**config.mk**
```make
export PLATFORM = sky130hd
export DESIGN_NAME = link_err_monitor
export DESIGN_NICKNAME = d
export VERILOG_FILES = /design/src/rtl/lnkmon_pkg.sv /design/src/rtl/lnkmon_idle_chk.sv /design/src/rtl/lnkmon_cell_chk.sv /design/src/rtl/lnkmon_activity.sv /design/src/rtl/link_err_monitor.sv
export SDC_FILE = /design/constraint.sdc
export NUM_CORES = 1
export LEC_CHECK = 0
export ABC_AREA = 1
export BUFFER_PORTS_ARGS = -buffer_cell sky130_fd_sc_hd__buf_2
export CORE_MARGIN = 2
export CORE_UTILIZATION = 38
export CTS_BUF_LIST = sky130_fd_sc_hd__clkbuf_16
export DETAILED_ROUTE_END_ITERATION = 10
export PLACE_DENSITY = 0.8
export SLEW_MARGIN = 20
export SYNTH_ARGS = -nofsm -noshare
export SYNTH_HDL_FRONTEND = slang
export SYNTH_SLANG_ARGS = --single-unit
```
**constraint.sdc**
```tcl
create_clock -name clk -period 3.1 [get_ports clk]
set_clock_uncertainty 0.2 [all_clocks]
set_input_delay 0.465 -clock clk [delete_from_list [all_inputs] [get_ports clk]]
set_output_delay 0.465 -clock clk [all_outputs]
set_load 0.02 [all_outputs]
```
**src/rtl/lnkmon_pkg.sv**
```systemverilog
package lnkmon_pkg;

    localparam int DATA_W  = 32;
    localparam int OVH_W   = 2;
    localparam int SER_W   = DATA_W + OVH_W;
    localparam int CMD_LSB = 16;
    localparam int CMD_W   = 5;
    localparam int PAY_W   = 16;

    typedef enum logic [OVH_W-1:0] {
        OVH_CMD  = 2'b00,
        OVH_FC_A = 2'b01,
        OVH_FC_B = 2'b10,
        OVH_MARK = 2'b11
    } ovh_e;

    typedef struct packed {
        ovh_e                ovh;
        logic [CMD_W-1:0]    cmd;
        logic [PAY_W-1:0]    pay;
    } lc_word_t;

    localparam logic [CMD_W-1:0] CMD_IDLE  = 5'b00111;
    localparam logic [CMD_W-1:0] CMD_ALIGN = 5'b00000;
    localparam logic [PAY_W-1:0] IDLE_PAY  = 16'hAAAA;

    function automatic logic is_link_ctl(lc_word_t w);
        return (w.ovh == OVH_CMD) && (w.cmd[CMD_W-1 -: 2] == 2'b00) && (w.cmd != CMD_ALIGN);
    endfunction

    function automatic logic idle_matches(lc_word_t w);
        return (w.cmd == CMD_IDLE) && (w.pay == IDLE_PAY);
    endfunction

    function automatic logic has_edge(logic [SER_W-1:0] s);
        return |(s[SER_W-1:1] ^ s[SER_W-2:0]);
    endfunction

endpackage

```
**src/rtl/lnkmon_idle_chk.sv**
```systemverilog
module lnkmon_idle_chk
    import lnkmon_pkg::*;
(
    input  logic     clk,
    input  logic     rst,
    input  lc_word_t word,
    output logic     lc_class,
    output logic     err_now,
    output logic     err_pulse
);

    always_comb begin
        lc_class = is_link_ctl(word);
        err_now  = lc_class && !idle_matches(word);
    end

    always_ff @(posedge clk) begin
        if (rst) err_pulse <= 1'b0;
        else     err_pulse <= err_now;
    end

endmodule

```
**src/rtl/lnkmon_cell_chk.sv**
```systemverilog
module lnkmon_cell_chk
    import lnkmon_pkg::*;
#(
    parameter int LEN_W    = 8,
    parameter int MIN_CELL = 13
) (
    input  logic             clk,
    input  logic             rst,
    input  logic             init_start,
    input  logic             cell_mode,
    input  logic [LEN_W-1:0] cell_len,
    input  ovh_e             ovh,
    input  logic             lc_class,
    output logic             err_now,
    output logic             err_pulse
);

    localparam logic [LEN_W-1:0] MIN_L = LEN_W'(MIN_CELL);
    localparam logic [LEN_W-1:0] ONE_L = LEN_W'(1);

    logic             phased;
    logic [LEN_W-1:0] pos;
    logic [LEN_W-1:0] eff_len;
    logic             at_last;
    logic             mark;

    always_comb begin
        eff_len = (cell_len < MIN_L) ? MIN_L : cell_len;
        at_last = phased && (pos >= eff_len - ONE_L);
        mark    = (ovh == OVH_MARK);
        err_now = cell_mode && phased &&
                  ((mark && !at_last) || (at_last && lc_class));
    end

    always_ff @(posedge clk) begin
        if (rst || init_start || !cell_mode) begin
            phased <= 1'b0;
            pos    <= '0;
        end else if (mark) begin
            phased <= 1'b1;
            pos    <= '0;
        end else if (phased) begin
            pos    <= at_last ? '0 : pos + ONE_L;
        end
    end

    always_ff @(posedge clk) begin
        if (rst) err_pulse <= 1'b0;
        else     err_pulse <= err_now;
    end

endmodule

```
**src/rtl/lnkmon_activity.sv**
```systemverilog
module lnkmon_activity
    import lnkmon_pkg::*;
#(
    parameter int NUM_IN = 2
) (
    input  logic                    clk,
    input  logic                    rst,
    input  logic [NUM_IN*SER_W-1:0] smp,
    output logic [NUM_IN-1:0]       alive
);

    for (genvar g = 0; g < NUM_IN; g++) begin : g_lane
        always_ff @(posedge clk) begin
            if (rst) alive[g] <= 1'b0;
            else     alive[g] <= has_edge(smp[g*SER_W +: SER_W]);
        end
    end

endmodule

```
**src/rtl/link_err_monitor.sv**
```systemverilog
module link_err_monitor
    import lnkmon_pkg::*;
#(
    parameter int NUM_IN   = 2,
    parameter int LEN_W    = 8,
    parameter int MIN_CELL = 13
) (
    input  logic                    clk,
    input  logic                    rst,
    input  logic                    init_start,
    input  logic                    cell_mode,
    input  logic [LEN_W-1:0]        cell_len,
    input  logic [OVH_W-1:0]        rx_ovh,
    input  logic [DATA_W-1:0]       rx_data,
    input  logic [NUM_IN*SER_W-1:0] rx_smp,
    output logic                    rx_err,
    output logic                    cc_err,
    output logic                    err_hold,
    output logic [NUM_IN-1:0]       alive
);

    lc_word_t word;
    logic     lc_class;
    logic     idle_err_now;
    logic     cell_err_now;
    logic     unused_hi;

    always_comb begin
        word.ovh = ovh_e'(rx_ovh);
        word.cmd = rx_data[CMD_LSB +: CMD_W];
        word.pay = rx_data[PAY_W-1:0];
    end

    assign unused_hi = ^rx_data[DATA_W-1:CMD_LSB+CMD_W];

    lnkmon_idle_chk u_idle (
        .clk       (clk),
        .rst       (rst),
        .word      (word),
        .lc_class  (lc_class),
        .err_now   (idle_err_now),
        .err_pulse (rx_err)
    );

    lnkmon_cell_chk #(
        .LEN_W    (LEN_W),
        .MIN_CELL (MIN_CELL)
    ) u_cell (
        .clk        (clk),
        .rst        (rst),
        .init_start (init_start),
        .cell_mode  (cell_mode),
        .cell_len   (cell_len),
        .ovh        (word.ovh),
        .lc_class   (lc_class),
        .err_now    (cell_err_now),
        .err_pulse  (cc_err)
    );

    lnkmon_activity #(
        .NUM_IN (NUM_IN)
    ) u_act (
        .clk   (clk),
        .rst   (rst),
        .smp   (rx_smp),
        .alive (alive)
    );

    always_ff @(posedge clk) begin
        if (rst || init_start) err_hold <= 1'b0;
        else if (idle_err_now || cell_err_now) err_hold <= 1'b1;
    end

endmodule

```
==> results of run 1 <==
-- routing by layer --
layer | global-route usage, % | wire length (um)
met5 | 0 | 0
met4 | 8.152 | 82
met3 | 1.408 | 253
met2 | 35.55 | 1694
met1 | 19.27 | 1456
-- layout make-up --
cell class | count | area share, %
multi-input cells | 192 | 49.63
repair buffers | 107 | 26.26
flip-flops and latches | 14 | 13.74
clock buffers | 3 | 3.681
inverters | 20 | 3.681
well taps | 46 | 2.822
clock inverters | 1 | 0.1840
-- logic make-up after synthesis --
kind of cell / synth area share, %
adders and majority gates: 8.234
AOI/OAI and AO/OA: 6.221
DFF: 20.49
xor gates and xnor gates: 3.843
and+or+nand+nor: 55.72
buffers and inverters: 5.489
-- registers in the layout, indices dropped and copies added (netlist names) --
signal	flops
u_cell.pos	8
u_idle.err_pulse	1
u_cell.err_pulse	1
u_act.alive	2
u_cell.phased	1
err_hold	1
-- worst max path at each step --
stage | startpoint | to | slack, ps
detailed placement | cell_len[1] | u_cell.pos[3]$_SDFFE_PP0P_ | 290
finish | cell_len[1] | u_cell.pos[3]$_SDFFE_PP0P_ | 580
global placement | cell_len[1] | u_cell.pos[3]$_SDFFE_PP0P_ | 370
global route | cell_len[1] | u_cell.pos[6]$_SDFFE_PP0P_ | 260
CTS | cell_len[1] | u_cell.pos[3]$_SDFFE_PP0P_ | 540
floorplan | cell_len[1] | u_cell.pos[3]$_SDFFE_PP0P_ | 710
-- placed cells by master, fill, tap and decap left out --
master and instances:
clkinv_1 1, nor2_4 1, xor2_1 5, nor2_1 36, dfxtp_1 14, clkbuf_16 3
nand2_2 5, o21ai_0 1, o21a_1 2, a21oi_1 9, xnor2_1 1, nor2_2 4
o2bb2ai_1 1, and3_2 1, or3_1 2, nand2_1 51, or2_2 2, ha_1 9
nand3_2 1, nand3_1 25, inv_1 20, nor3b_1 3, nand4_1 9, nor4_1 9
buf_2 107, o21ai_1 1, nor3_1 13, o22ai_1 1
-- critical path: cells and delay by family --
kind / cells / cell delay, ps
simple gates: 10 / 1240
compound gates: 3 / 410
fa+ha+maj: 1 / 250
buf+inv: 1 / 100
-- power breakdown --
part           switching, W  internal, W  leakage [nW]
clock network     0.0000718     0.000170        0.0385
registers       0.000000946     0.000183         0.114
logic             0.0000629    0.0000688         0.894
-- through the flow --
stage	utilization (%)	cell area [um^2]	hold WS (ps)	power [W]
detailed placement	57.84	1961	303.3	0.0003194
finish	60.17	2039	245.2	0.0005573
global route	60.17	2039	251.0	0.0005924
global placement	57.84	1961	298.2	0.0003162
CTS	60.17	2039	247.6	0.0005641
floorplan	-	1368	273.2	0.0002328
==> flow_summary.ini, run 1 <==
[critical_path]
crit_arrival_ps = 2480
critPathMaxFanout = 7
critPathCaptureType = register
r2r_slack_ps = 1260
crit_chain = buf_2 > nor2_1 > nand2_2 > nor2_2 > nand2_2 > nor2_2 > nand2_1 > o21ai_1 > ha_1 > a21oi_1 > o21a_1 > nand2_1 > nand2_1 > nand2_1 > nor3b_1
r2r_cells = 11
cp_slowest_stage_delay_ps = 250
cp_slowest_cell = ha_1
timing.rr.start = u_cell.pos[0]$_SDFFE_PP0P_
crit_type = in -> reg
cp.required_ps = 3060
rr_endpoint = u_cell.pos[3]$_SDFFE_PP0P_
critPathMostFrequentCell = nand2_1
crit_path_start_kind = input port

[cells_and_area]
drive_gt1_share_pct = 36.80
nFillCells = 338
final_nets = 461
multi_input_area_mm2 = 0.001012
area_growth_syn_to_layout_pct = 49.13
n_antenna_cell = 0
seqCellArea_um2 = 280.3
stdcell_count = 383

[detailed_routing]
drc = 0
vias = 1835
drtIter0Drc = 34
drt_wl_total_mm = 3.486
viasPerCell = 4.791
detail_route.first_pass.iterations = 4
wire_per_inst_um = 9.102
ant_nets = 0

[floorplanning]
die_h_um = 63.99
die_w_um = 63.99
start_util_pct = 40.35
boundaryPins = 119
core_area_mm2 = 0.003390
rows = 21
die_area_mm2 = 0.004095

[yosys]
async_flop_share_pct = 0
synth_area_leader_cell = dfxtp_1
yosys_warnings = 0
yosysTopAreaCellShare_pct = 20.49
synthFlopType = dfxtp_1
ys_seq_elements = 14
synth_most_common_cell = nand2_1
synth.distinct_cells = 25
syn-num-nets = 349
synth_common_cells = nand2_1, nor2_1, nand3_1
synth_edf_count = 0
syn_inst = 226
avgSynthCellArea_um2 = 6.051
synth_area_mm2 = 0.001368
synthTopCellsByArea = dfxtp_1, nand2_1, nor2_1, nand3_1, ha_1
synth-seq-area-share_pct = 20.49

[timing]
fin_crit_sh_pct = 81.34
slew_viol_final = 0
final-setup-viol-count = 0
tightest_slew_ps = 253.2
max_freq_mhz = 396.6
fin_setup_tns_ps = 0
slew_headroom_pct = 82.96
period_minus_slack_ps = 2521
hold_violations = 0
rsz0062_at_grt = no
setup_slack_ps = 578.5

[clocking]
clk_pin_slew_ps = 50
cts_buffers = 3
cts.repair.resized = 0
cts_max_path_buffers = 2
cts-root-buf = clkbuf_16
clock_sinks = 14
cts_tree = built
cts_setup_buffers = 0
holdBufCountCts = 0
insertion_delay_ps = 240
htreeDepth = 1

[place]
gp_congestion = 0.8249
port_buffers = 107
hpwl_mm = 3.128
dp_slack_ps = 286.9
dp.cells = 379

[power]
power.density_mw_per_mm2 = 273.3
ir_drop_uv = 160.4
p_leak_nw = 1.046

[min_path]
hold-path-cell-count = 2
hold_path.class = in -> reg
worstHoldStart = rst
min_to = u_idle.err_pulse$_SDFF_PP0_

[global_routing]
grt_max_degree = 9
grt_overflow = 0
grt_pass1_vias = 1750
track_usage_pct = 18.11
grt_pass1_wl_mm = 6.223
antenna_found_initial = 0

[job]
cap_violations = 0

[run_status]
status = finished clean
Power figures use the tool's default switching activity.
==> inputs of run 2 (changes only) <==
Settings changed: ABC_AREA 1 to 0, CORE_UTILIZATION 38 to 34, PLACE_DENSITY 0.8 to 0.78.
Clock period 3.1 ns to 2.3 ns, I/O delays scaled along.
==> flow_summary.ini, run 2 <==
[floorplanning]
start_util_pct = 35.26
boundaryPins = 119
die_area_mm2 = 0.004275
die_w_um = 65.39
die_h_um = 65.39
core_area_mm2 = 0.003633
rows = 22

[power]
p_comb_share_pct = 26.5
ir_drop_uv = 237.7
power.density_mw_per_mm2 = 366.3
clockPowerShare_pct = 41.8
p_switching_w = 0.0001932
p_int_w = 0.0005883
p_leak_nw = 0.9320
p_seq_share_pct = 31.7
p_sw_share_pct = 24.73

[cells_and_area]
stdcell_count = 349
area_growth_syn_to_layout_pct = 66.50
largest_reg_flops = 8
fin_area_mm2 = 0.002133
fin_util_pct = 58.71
reg.largest.list = u_cell.pos x8, u_act.alive x2
drive_gt1_share_pct = 45.51
final_nets = 425
final_common_cell = buf_2
nFillCells = 366
layout_common_cells = buf_2, nor2_1, nor3_1
n_antenna_cell = 0
top_register = u_cell.pos

[clocking]
cts-root-buf = clkbuf_16
cts_buffers = 3
insertion_delay_ps = 250
clk_pin_slew_ps = 50
htreeDepth = 1
clock_sinks = 14
cts_tree = built
cts_max_path_buffers = 2

[timing]
fin_crit_sh_pct = 102.9
setup_slack_ps = -67.22
final-setup-viol-count = 9
max_freq_mhz = 422.4
slew_viol_final = 0
period_minus_slack_ps = 2367
tightest_slew_ps = 342.2
rsz0062_at_grt = yes
slew_headroom_pct = 77.19
hold_violations = 0
fin_hold_ws_ps = 106.8

[critical_path]
cpLargestDelayFamily = simple AND/OR/NAND/NOR gates
rr_endpoint = err_hold$_SDFFE_PP0P_
crit_arrival_ps = 2290
crit_buf_inv = 1
cp_slowest_stage_delay_ps = 320
critPathMaxFanout = 5
r2r_cells = 8
timing.rr.start = u_cell.pos[0]$_SDFFE_PP0P_
crit_path_start_kind = input port
r2r_slack_ps = 110
crit_type = in -> reg
crit_chain = buf_2 > nor3_4 > nand2b_4 > nor4_2 > xnor2_1 > ha_1 > nand2_1 > a311oi_2 > nor2_4 > mux2i_2 > o32ai_1
cp.required_ps = 2230
critPathCaptureType = register
cp_slowest_cell = a311oi_2
path_depth = 11

[yosys]
synth_common_cells = nor2_1, nor3_1, nand2_1
syn_inst = 177
yosys_warnings = 0
synth_most_common_cell = nor2_1
syn-num-nets = 300
synth_area_leader_cell = dfxtp_1
ys_seq_elements = 14
synth_area_mm2 = 0.001281
synth.distinct_cells = 38
synth_edf_count = 0
avgSynthCellArea_um2 = 7.239
synth-seq-area-share_pct = 21.87
synthFlopType = dfxtp_1
yosysTopAreaCellShare_pct = 21.87
async_flop_share_pct = 0
synthTopCellsByArea = dfxtp_1, ha_1, nor3_1, nor4_1, nor2_1

[detailed_routing]
wire_per_inst_um = 11.79
drtIter0Drc = 50
dr_wl_met3_um = 358
vias = 1880
dr.max_layer_used = met4
drt_wl_total_mm = 4.114
detail_route.first_pass.iterations = 5
drc = 0
drt-met1-wl_mm = 1.612
ant_nets = 0
viasPerCell = 5.387
met2_length_mm = 2.069

[min_path]
min_to = u_cell.phased$_SDFFE_PP0N_
hold_path.class = in -> reg
hold-path-cell-count = 2
worstHoldStart = init_start

[run_status]
violations = setup timing
status = complete, but fails checks

[place]
dp_slack_ps = -369.4
gp_congestion = 0.7371
dp.cells = 341
dpl_cell_area_mm2 = 0.001971
hpwl_mm = 3.398
port_buffers = 107

[global_routing]
grt_pass1_wl_mm = 6.699
grt_overflow = 0
track_usage_pct = 19.53
antenna_found_initial = 0
grt_max_degree = 9
grt_pass1_vias = 1710

[job]
cap_violations = 0
[run 2: cell count changes after synthesis, sizes merged, moves of 7 or more]
cell,change
nand2,-39
nor2,-19
a31oi,+9
inv,-15
nor4,+7
nor3,+8
nand3,-15
[run 2: cells by family (layout without fill, tap and decap cells)]
logic type | after synthesis | in the layout | share of synthesized area [%]
XOR/XNOR | 8 | 8 | 5.469
buffers and inverters | 5 | 129 | 1.465
flip-flops | 14 | 14 | 21.88
adder cells (fa/ha/maj) | 9 | 9 | 8.789
multiplexers | 1 | 1 | 0.7813
AO/OA/AOI/OAI | 30 | 30 | 15.92
AND/OR/NAND/NOR | 110 | 110 | 45.70
[run 2: per-layer routing]
layer | GRT usage [%] | up-vias
met5 | 0 | -
met4 | 7.031 | 0
met3 | 4.966 | 9
met2 | 35.46 | 94
met1 | 21.87 | 833
li1 | - | 944
[run 2: area by class of cell]
class	count	area, um^2	area share, %
Clock buffer	3	75.07	3.519
Sequential cell	14	280.3	13.14
Clock inverter	1	3.754	0.1760
Timing Repair Buffer	120	649.4	30.44
Multi-Input combinational cell	158	1046	49.03
Inverter	5	18.77	0.8798
Tap cell	48	60.06	2.815
[run 2: power by group through the flow]
stage          clock [W]  combinational (W)  sequential [W]
2_1_floorplan          0          0.0000567        0.000255
3_3_place_gp           0           0.000190        0.000252
3_5_place_dp           0           0.000195        0.000252
4_1_cts         0.000337           0.000199        0.000248
5_1_grt         0.000345           0.000231        0.000248
6_report        0.000327           0.000207        0.000248
[run 2: metrics by stage]
| step | setup TNS (ps) | total power (W) |
|---|---|---|
| after floorplan | -272.6 | 0.0003117 |
| after global placement | -2225 | 0.0004423 |
| after detailed placement | -2534 | 0.0004467 |
| after CTS | -119.4 | 0.0007834 |
| after global routing | -1845 | 0.0008240 |
| final | -348.6 | 0.0007815 |
[run 2: what timing repair did]
| item | in CTS | in global routing |
|---|---|---|
| gates resized for setup | 7 | 6 |
| endpoints found under the setup margin | 7 | 10 |
| buffers inserted | 2 | 2 |
| hold buffers | 0 | 0 |
| pin swaps | 9 | 5 |
[run 2: how the worst max path moves through the flow]
stage                      startpoint                    end  slack [ps]
after floorplan           cell_len[6]  err_hold$_SDFFE_PP0P_        -110
after global placement    cell_len[6]  err_hold$_SDFFE_PP0P_        -310
after detailed placement  cell_len[6]  err_hold$_SDFFE_PP0P_        -370
after CTS                 cell_len[5]  err_hold$_SDFFE_PP0P_         -60
after global routing      cell_len[5]  err_hold$_SDFFE_PP0P_        -230
final                     cell_len[0]  err_hold$_SDFFE_PP0P_         -70
==> inputs of run 3 (changes only) <==
Settings changed: CELL_PAD_IN_SITES_DETAIL_PLACEMENT from default to 0, CELL_PAD_IN_SITES_GLOBAL_PLACEMENT from default to 1, CORE_UTILIZATION 34 to 21, PLACE_DENSITY 0.78 to default, PLACE_DENSITY_LB_ADDON from default to 0.1.
==> flow_summary.ini, run 3 (synthesized netlist as in run 2, its figures left out) <==
[detailed_routing]
drc = 0
viasPerCell = 4.726
drt_wl_total_mm = 4.165
wire_per_inst_um = 10.96
vias = 1796
detail_route.first_pass.iterations = 4
drtIter0Drc = 32
ant_nets = 0

[min_path]
worstHoldStart = init_start
hold_path.class = in -> reg
hold-path-cell-count = 2
min_to = u_cell.phased$_SDFFE_PP0N_

[global_routing]
antenna_found_initial = 0
grt_pass1_vias = 1590
grt_max_degree = 9
track_usage_pct = 11.89
grt_pass1_wl_mm = 6.417
grt_overflow = 0

[power]
p_leak_nw = 0.9697
ir_drop_uv = 304.3
power.density_mw_per_mm2 = 354.2

[cells_and_area]
drive_gt1_share_pct = 46.23
n_antenna_cell = 0
layout_common_cells = buf_2, nor2_1, nor3_1
final_nets = 429
top_register = u_cell.pos
area_growth_syn_to_layout_pct = 72.95
reg.largest.list = u_cell.pos x8, u_act.alive x2
fin_area_mm2 = 0.002216
largest_reg_flops = 8
nFillCells = 655
final_common_cell = buf_2

[clocking]
holdBufCountCts = 0
cts-root-buf = clkbuf_16
clock_sinks = 14
clk_pin_slew_ps = 50
htreeDepth = 1
cts_buffers = 3
cts_max_path_buffers = 2
insertion_delay_ps = 240
cts_tree = built

[timing]
final-setup-viol-count = 9
hold_violations = 0
period_minus_slack_ps = 2414
fin_crit_sh_pct = 105.0
fin_hold_ws_ps = 116.8
setup_slack_ps = -114.2
tightest_slew_ps = 300.7
slew_viol_final = 0
rsz0062_at_grt = yes
slew_headroom_pct = 79.96
max_freq_mhz = 414.2

[floorplanning]
die_area_mm2 = 0.006742
boundaryPins = 119
core_area_mm2 = 0.005921
start_util_pct = 21.64
die_h_um = 82.11
rows = 28
die_w_um = 82.11

[critical_path]
critPathCaptureType = register
r2r_slack_ps = 230
critPathMaxFanout = 6
crit_arrival_ps = 2340
crit_path_start_kind = input port
crit_type = in -> reg
cp.required_ps = 2230
rr_endpoint = u_cell.pos[4]$_SDFFE_PP0P_
timing.rr.start = u_cell.pos[0]$_SDFFE_PP0P_
r2r_cells = 9

[run_status]
violations = setup timing
status = complete, but fails checks

[place]
dpl_cell_area_mm2 = 0.002034
hpwl_mm = 3.653
port_buffers = 107
gp_congestion = 0.7607

[job]
cap_violations = 0
run 3: layer usage:
| metal | routed length, um | share of wire [%] | vias to the layer above | track usage (%) |
|---|---|---|---|---|
| li1 | - | - | 949 | - |
| met1 | 1749 | 42 | 788 | 14.91 |
| met2 | 2109 | 51 | 57 | 20.49 |
| met3 | 278 | 6.7 | 2 | 2.391 |
| met4 | 27 | 0.65 | 0 | 3.500 |
| met5 | 0 | 0 | - | 0 |
run 3: cell type report:
type                    count  area (um^2)  area share, %
inverters                   5        18.77         0.8470
flip-flops and latches     14        280.3          12.65
clock inverters             1        3.754         0.1694
multi-input cells         158         1065          48.05
clock buffers               3        75.07          3.388
well taps                  75        93.84          4.235
repair buffers            124        679.4          30.66
run 3: through the flow:
stage / cells / setup slack (ps) / setup TNS [ps] / total power (W) / util [%]
floorplan: 177 / -113.6 / -272.6 / 0.0003117 / -
global placement: 372 / -321.1 / -2728 / 0.0004490 / 34.36
detailed placement: 372 / -359.3 / -2899 / 0.0004485 / 34.36
CTS: 377 / -81.19 / -316.7 / 0.0007887 / 36.22
global route: 380 / -219.9 / -1600 / 0.0008382 / 37.43
finish: 380 / -114.2 / -566.6 / 0.0007848 / 37.43
run 3: how the worst max path moves through the flow:
| stage | from | to | slack, ps |
|---|---|---|---|
| 2_1_floorplan | cell_len[6] | err_hold$_SDFFE_PP0P_ | -110 |
| 3_3_place_gp | cell_len[6] | err_hold$_SDFFE_PP0P_ | -320 |
| 3_5_place_dp | cell_len[6] | err_hold$_SDFFE_PP0P_ | -360 |
| 4_1_cts | cell_len[5] | err_hold$_SDFFE_PP0P_ | -80 |
| 5_1_grt | cell_len[4] | u_cell.pos[4]$_SDFFE_PP0P_ | -220 |
| 6_report | cell_len[4] | u_cell.pos[4]$_SDFFE_PP0P_ | -110 |
run 3: timing repair:
item                                    CTS  global route
cloned                                    0             0
endpoints found under the setup margin    9            10
buffers inserted                          1             3
gates resized for setup                   6             8
pin swaps                                10            10
hold endpoints to repair                  0             0
run 3: worst max-delay path, stage by stage:
cell and delay, ps:
buf_6 100, nor4_4 250, buf_4 180, buf_4 120, nor3_4 30, xnor2_1 120
ha_1 320, nand2_2 70, a311oi_4 330, nor2_4 90, buf_4 150, o21bai_4 150
nor2_1 70
run 3: report_power, final:
part	switching [W]	internal (W)	total [W]	leakage [nW]
Clock	0.0000991	0.000230	0.000329	0.0385
Combinational	0.0000948	0.000114	0.000209	0.818
Sequential	0.00000132	0.000246	0.000247	0.114
Total	0.000195	0.000590	0.000785	0.970
